File: config.mk
export PLATFORM = sky130hd
export DESIGN_NAME = wdog_prescaled
export DESIGN_NICKNAME = d
export VERILOG_FILES = /design/src/rtl/wdog_pkg.sv /design/src/rtl/wdog_mode_fsm.sv /design/src/rtl/wdog_prescaler.sv /design/src/rtl/wdog_down_counter.sv /design/src/rtl/wdog_prescaled.sv
export SDC_FILE = /design/constraint.sdc
export NUM_CORES = 1
export LEC_CHECK = 0
export BUFFER_PORTS_ARGS = -buffer_cell sky130_fd_sc_hd__buf_2
export CORE_ASPECT_RATIO = 0.8
export CORE_MARGIN = 3
export CORE_UTILIZATION = 35
export CTS_CLUSTER_DIAMETER = 50
export CTS_CLUSTER_SIZE = 25
export DETAILED_ROUTE_END_ITERATION = 7
export PLACE_DENSITY = 0.63
export SLEW_MARGIN = 5
export SYNTH_ARGS = -nofsm -noshare
export SYNTH_HDL_FRONTEND = slang
export SYNTH_SLANG_ARGS = --single-unit
File: constraint.sdc
create_clock -name clk -period 2.05 [get_ports clk]
set_input_delay 0.615 -clock clk [delete_from_list [all_inputs] [get_ports clk]]
set_output_delay 0.615 -clock clk [all_outputs]
set_load 0.01 [all_outputs]
File: src/rtl/wdog_pkg.sv
package wdog_pkg;
    // Width of the control register and position of the ratio select bit
    localparam int unsigned CTRL_W  = 8;
    localparam int unsigned SEL_BIT = 7;

    typedef enum logic {
        ST_IDLE = 1'b0,
        ST_RUN  = 1'b1
    } wdog_state_e;
endpackage

File: src/rtl/wdog_mode_fsm.sv
module wdog_mode_fsm
    import wdog_pkg::*;
(
    input  logic clk,
    input  logic rst_n,
    input  logic start_wr,
    output logic running
);
    wdog_state_e state_q, state_d;

    // Next state: "arm" on the first restart strobe, "hold" once running
    always_comb begin
        state_d = state_q;
        unique case (state_q)
            ST_IDLE: state_d = start_wr ? ST_RUN : ST_IDLE;
            ST_RUN:  state_d = ST_RUN;
        endcase
    end

    // State register
    always_ff @(posedge clk) begin
        if (!rst_n) state_q <= ST_IDLE;
        else        state_q <= state_d;
    end

    // Outputs
    always_comb begin
        running = 1'b0;
        unique case (state_q)
            ST_IDLE: running = 1'b0;
            ST_RUN:  running = 1'b1;
        endcase
    end
endmodule

File: src/rtl/wdog_prescaler.sv
module wdog_prescaler #(
    parameter int unsigned DIV_LO = 16,
    parameter int unsigned DIV_HI = 128
) (
    input  logic clk,
    input  logic rst_n,
    input  logic enable,
    input  logic sel_req,
    output logic tick
);
    localparam int unsigned PRE_W = (DIV_HI > 2) ? $clog2(DIV_HI) : 1;
    localparam logic [PRE_W-1:0] LIM_LO = PRE_W'(DIV_LO - 1);
    localparam logic [PRE_W-1:0] LIM_HI = PRE_W'(DIV_HI - 1);

    logic [PRE_W-1:0] pre_q;
    logic             sel_act_q;
    logic [PRE_W-1:0] limit;

    assign limit = sel_act_q ? LIM_HI : LIM_LO;
    assign tick  = enable && (pre_q == limit);

    // The phase is cleared by reset only. The ratio is taken up on a tick.
    always_ff @(posedge clk) begin
        if (!rst_n) begin
            pre_q     <= '0;
            sel_act_q <= 1'b0;
        end else if (!enable) begin
            sel_act_q <= sel_req;
        end else if (tick) begin
            pre_q     <= '0;
            sel_act_q <= sel_req;
        end else begin
            pre_q     <= pre_q + 1'b1;
        end
    end
endmodule

File: src/rtl/wdog_down_counter.sv
module wdog_down_counter #(
    parameter int unsigned CNT_W = 15
) (
    input  logic             clk,
    input  logic             rst_n,
    input  logic             load,
    input  logic             step,
    output logic [CNT_W-1:0] count,
    output logic             uflow
);
    localparam logic [CNT_W-1:0] FULL = {CNT_W{1'b1}};

    // A load takes priority over a step. Stepping past zero reloads the counter and pulses uflow.
    always_ff @(posedge clk) begin
        if (!rst_n) begin
            count <= FULL;
            uflow <= 1'b0;
        end else begin
            uflow <= 1'b0;
            if (load) begin
                count <= FULL;
            end else if (step) begin
                if (count == '0) begin
                    count <= FULL;
                    uflow <= 1'b1;
                end else begin
                    count <= count - 1'b1;
                end
            end
        end
    end
endmodule

File: src/rtl/wdog_prescaled.sv
module wdog_prescaled
    import wdog_pkg::*;
#(
    parameter int unsigned CNT_W  = 15,
    parameter int unsigned DIV_LO = 16,
    parameter int unsigned DIV_HI = 128
) (
    input  logic              clk,
    input  logic              rst_n,
    input  logic [CTRL_W-1:0] bus_wdata,
    input  logic              ctrl_wr,
    input  logic              start_wr,
    output logic [CTRL_W-1:0] ctrl_rdata,
    output logic              irq,
    output logic [CNT_W-1:0]  count
);
    logic [CTRL_W-1:0] ctrl_q;
    logic              running;
    logic              tick;

    always_ff @(posedge clk) begin
        if (!rst_n)       ctrl_q <= '0;
        else if (ctrl_wr) ctrl_q <= bus_wdata;
    end
    assign ctrl_rdata = ctrl_q;

    wdog_mode_fsm u_fsm (
        .clk      (clk),
        .rst_n    (rst_n),
        .start_wr (start_wr),
        .running  (running)
    );

    wdog_prescaler #(
        .DIV_LO (DIV_LO),
        .DIV_HI (DIV_HI)
    ) u_pre (
        .clk     (clk),
        .rst_n   (rst_n),
        .enable  (running),
        .sel_req (ctrl_q[SEL_BIT]),
        .tick    (tick)
    );

    wdog_down_counter #(
        .CNT_W (CNT_W)
    ) u_cnt (
        .clk   (clk),
        .rst_n (rst_n),
        .load  (start_wr),
        .step  (tick),
        .count (count),
        .uflow (irq)
    );
endmodule

==> impl_metrics.env <==
export IMPL_clockPowerShare_pct=37.0
export IMPL_r2r_start="u_cnt.count[9]$_SDFFE_PP1P_"
export IMPL_intPower_mw=0.914
export IMPL_fin_util_pct=47.2
export IMPL_path_clk_slew_ns=0.06
export IMPL_syn_nets=180
export IMPL_setup_viol_count_final=0
export IMPL_power_frac_comb_pct=6.4
export IMPL_boundaryPins=36
export IMPL_syn_cell_area_sq_mm=0.00151
export IMPL_cap_violations=0
export IMPL_synth_seq_cells=33
export IMPL_r2r_slack_ns=0.08
export IMPL_critPathKind="reg2reg"
export IMPL_fin_nets=225
export IMPL_fillers=407
export IMPL_required_ns=2.26
export IMPL_pwr_share_seq_pct=56.6
export IMPL_io_buffer_count=35
export IMPL_multi_input_area_sq_um=802
export IMPL_postRouteAntennaNets=0
export IMPL_cp_data_arrival_time_ns=2.18
export IMPL_fin_crit_ns=1.97
export IMPL_cts_tree="built"
export IMPL_die_x_um=79.4
export IMPL_layout_common_cells="buf_2 (35), dfxtp_1 (33), nor2_1 (21), nand3_1 (13), nand2_1 (10)"
export IMPL_antenna_found_initial=0
export IMPL_synth_warnings=0
export IMPL_rows=20
export IMPL_post_cts_setup_buffer_count=0
export IMPL_grt_pass1_vias=1181
export IMPL_htreeDepth=2
export IMPL_cts_max_path_buffers=2
export IMPL_hold_viol=0
export IMPL_skew_ns=0.00154
export IMPL_grtUsageTotal_pct=13.8
export IMPL_cts_root_buffer="clkbuf_8"
export IMPL_r2r_end="u_cnt.count[9]$_SDFFE_PP1P_"
export IMPL_drc=0
export IMPL_final_common_cell="buf_2"
export IMPL_cp_max_fo=10
export IMPL_place_congestion=0.747
export IMPL_hp_class="reg2reg"
export IMPL_p_switching_mw=0.258
export IMPL_die_h_um=64.7
export IMPL_grt_max_degree=16
export IMPL_area_growth_syn_to_layout_pct=23.9
export IMPL_dp_hpwl_um=2520
export IMPL_grt_first_pass_wirelength_um=5580
export IMPL_wire_per_inst_um=12.6
export IMPL_first_pass_iters=4
export IMPL_register_area_sq_um=661
export IMPL_worstHoldStart="ctrl_rdata[2]$_SDFFE_PN0P_"
export IMPL_antenna_cells=0
export IMPL_cts_sinks=33
export IMPL_drive_gt1_share_pct=27.3
export IMPL_post_route_period_util_pct=96.0
export IMPL_leakage_nw=0.736
export IMPL_core_sq_mm=0.00395
export IMPL_vias=1327
export IMPL_max_freq_ghz=0.508
export IMPL_slew_viol_final=0
export IMPL_tightest_slew_ns=0.637
export IMPL_end_kind="flop"
export IMPL_power_per_cell_area_mw_per_mm2=628
export IMPL_initial_core_util_pct=38.1
export IMPL_drt_iter0_drc=85
export IMPL_synth_avg_cell_area_sq_um=9.13
export IMPL_finalWirelength_um=3320
export IMPL_outcome="completed"
export IMPL_hold_end="ctrl_rdata[2]$_SDFFE_PN0P_"
export IMPL_hold_worst_slack_ns=0.490
export IMPL_swShare_pct=22.0
export IMPL_synth_cell_types=41
export IMPL_overflow=0
export IMPL_relSlewSlack_pct=57.3
export IMPL_r2r_cells=4
export IMPL_die_area_sq_mm=0.00513
export IMPL_ir_drop_mv=0.309
export IMPL_hold_depth=2
export IMPL_clk_latency_ns=0.27
export IMPL_vias_per_cell=5.03
export IMPL_cts_made_buffers=5
export IMPL_synth_seq_area_share_pct=43.9
export IMPL_synth_cells=165
export IMPL_worstSetupStartpointType="flop"
## cells in the mapped netlist, drive strengths merged
| cell type | n | area share (%) |
|---|---|---|
| o41ai | 1 | 0.58 |
| nand4bb | 1 | 0.75 |
| nand2 | 10 | 2.5 |
| nor2b | 1 | 0.42 |
| nor2 | 21 | 5.2 |
| inv | 5 | 1.2 |
| a21bo | 1 | 0.66 |
| o31ai | 8 | 4.0 |
| nor3b | 1 | 0.50 |
| and4 | 2 | 1.2 |
| buf | 3 | 1.5 |
| nand3 | 13 | 4.3 |
| mux2i | 8 | 5.3 |
| a22oi | 1 | 0.50 |
| nor3 | 2 | 0.66 |
| o2111ai | 1 | 0.58 |
| a21oi | 4 | 1.3 |
| nand3b | 2 | 1.0 |
| nand4 | 2 | 0.83 |
| o211ai | 3 | 1.5 |
| or4 | 8 | 4.2 |
| or3 | 3 | 1.2 |
| a41oi | 1 | 0.58 |
| clkbuf | 3 | 0.75 |
| nand4b | 1 | 0.58 |
| or4b | 2 | 1.6 |
| nand2b | 5 | 2.1 |
| nor4 | 3 | 1.7 |
| o21ai | 4 | 1.3 |
| dfxtp | 33 | 44 |
| ha | 3 | 2.5 |
| xnor2 | 2 | 1.2 |
| xor2 | 4 | 2.3 |
| or2 | 1 | 0.42 |
| o31a | 2 | 1.2 |
## critical path: stages (launching register included)
cell	delay, ns
dfxtp_1	0.31
or4_4	0.54
or4b_4	0.55
o31a_4	0.42
nand3_1	0.09
## power by group through the flow
stage	registers [mW]	clock network, mW	logic, mW
2_1_floorplan	0.681	0	0.0438
3_3_place_gp	0.677	0	0.0745
3_5_place_dp	0.678	0	0.0745
4_1_cts	0.663	0.451	0.0746
5_1_grt	0.666	0.473	0.0846
6_report	0.663	0.433	0.0751
## flip-flops by register name (all words and copies together) (netlist names)
register         flops
u_fsm.state_q        1
u_cnt.uflow          1
ctrl_rdata           8
u_cnt.count         15
u_pre.sel_act_q      1
u_pre.pre_q          7
## stage by stage
| step | std cells | power (mW) | area, sq um | setup TNS, ns | setup slack, ns |
|---|---|---|---|---|---|
| after global routing | 264 | 1.22 | 1870 | -0.000962 | -0.000962 |
| after floorplan | 165 | 0.725 | 1510 | 0 | 0.0688 |
| after CTS | 264 | 1.19 | 1860 | 0 | 0.0222 |
| final | 264 | 1.17 | 1870 | 0 | 0.0817 |
| after global placement | 258 | 0.752 | 1780 | 0 | 0.0646 |
| after detailed placement | 258 | 0.752 | 1780 | 0 | 0.0292 |
## metal layers
layer | vias up | routed length [um] | GRT usage, %
li1 | 697 | - | -
met1 | 610 | 1790 | 20.2
met2 | 18 | 1390 | 18.7
met3 | 2 | 123 | 4.58
met4 | 0 | 23 | 4.51
met5 | - | 0 | 0
## what timing repair did
| item | CTS | global route |
|---|---|---|
| resized for setup | 0 | 2 |
| endpoints found under the setup margin | 0 | 7 |
| hold buffers | 0 | 0 |
## how the worst max path moves through the flow
stage                                      start                     endpoint  slack, ns  depth (start not counted)
global route         u_pre.pre_q[4]$_SDFFE_PN0P_  u_cnt.count[9]$_SDFFE_PP1P_     -0.001                          4
detailed placement  u_cnt.count[11]$_SDFFE_PP1P_  u_cnt.count[9]$_SDFFE_PP1P_       0.03                          4
floorplan            u_cnt.count[9]$_SDFFE_PP1P_  u_cnt.count[9]$_SDFFE_PP1P_       0.07                          5
CTS                  u_cnt.count[9]$_SDFFE_PP1P_  u_cnt.count[9]$_SDFFE_PP1P_       0.02                          4
global placement     u_cnt.count[9]$_SDFFE_PP1P_  u_cnt.count[9]$_SDFFE_PP1P_       0.06                          4
finish               u_cnt.count[9]$_SDFFE_PP1P_  u_cnt.count[9]$_SDFFE_PP1P_       0.08                          4
## area by class of cell
type                    instances  area share, %
clock inverters                 1          0.268
clock buffers                   5           3.69
well taps                      55           3.69
inverters                       5           1.01
flip-flops and latches         33           35.4
repair buffers                 44           13.0
multi-input cells             121           43.0
## kinds of logic (layout without fill, tap and decap cells)
family	Yosys count	count (layout)	share of synthesized area [%]
muxes	8	8	5.32
buffers and inverters	11	55	3.49
adders and majority gates	3	3	2.49
AOI/OAI and AO/OA	26	26	12.2
xor gates and xnor gates	6	6	3.49
DFF	33	33	43.9
and+or+nand+nor	78	78	29.2
No activity file was read; power rests on OpenSTA's default activity.
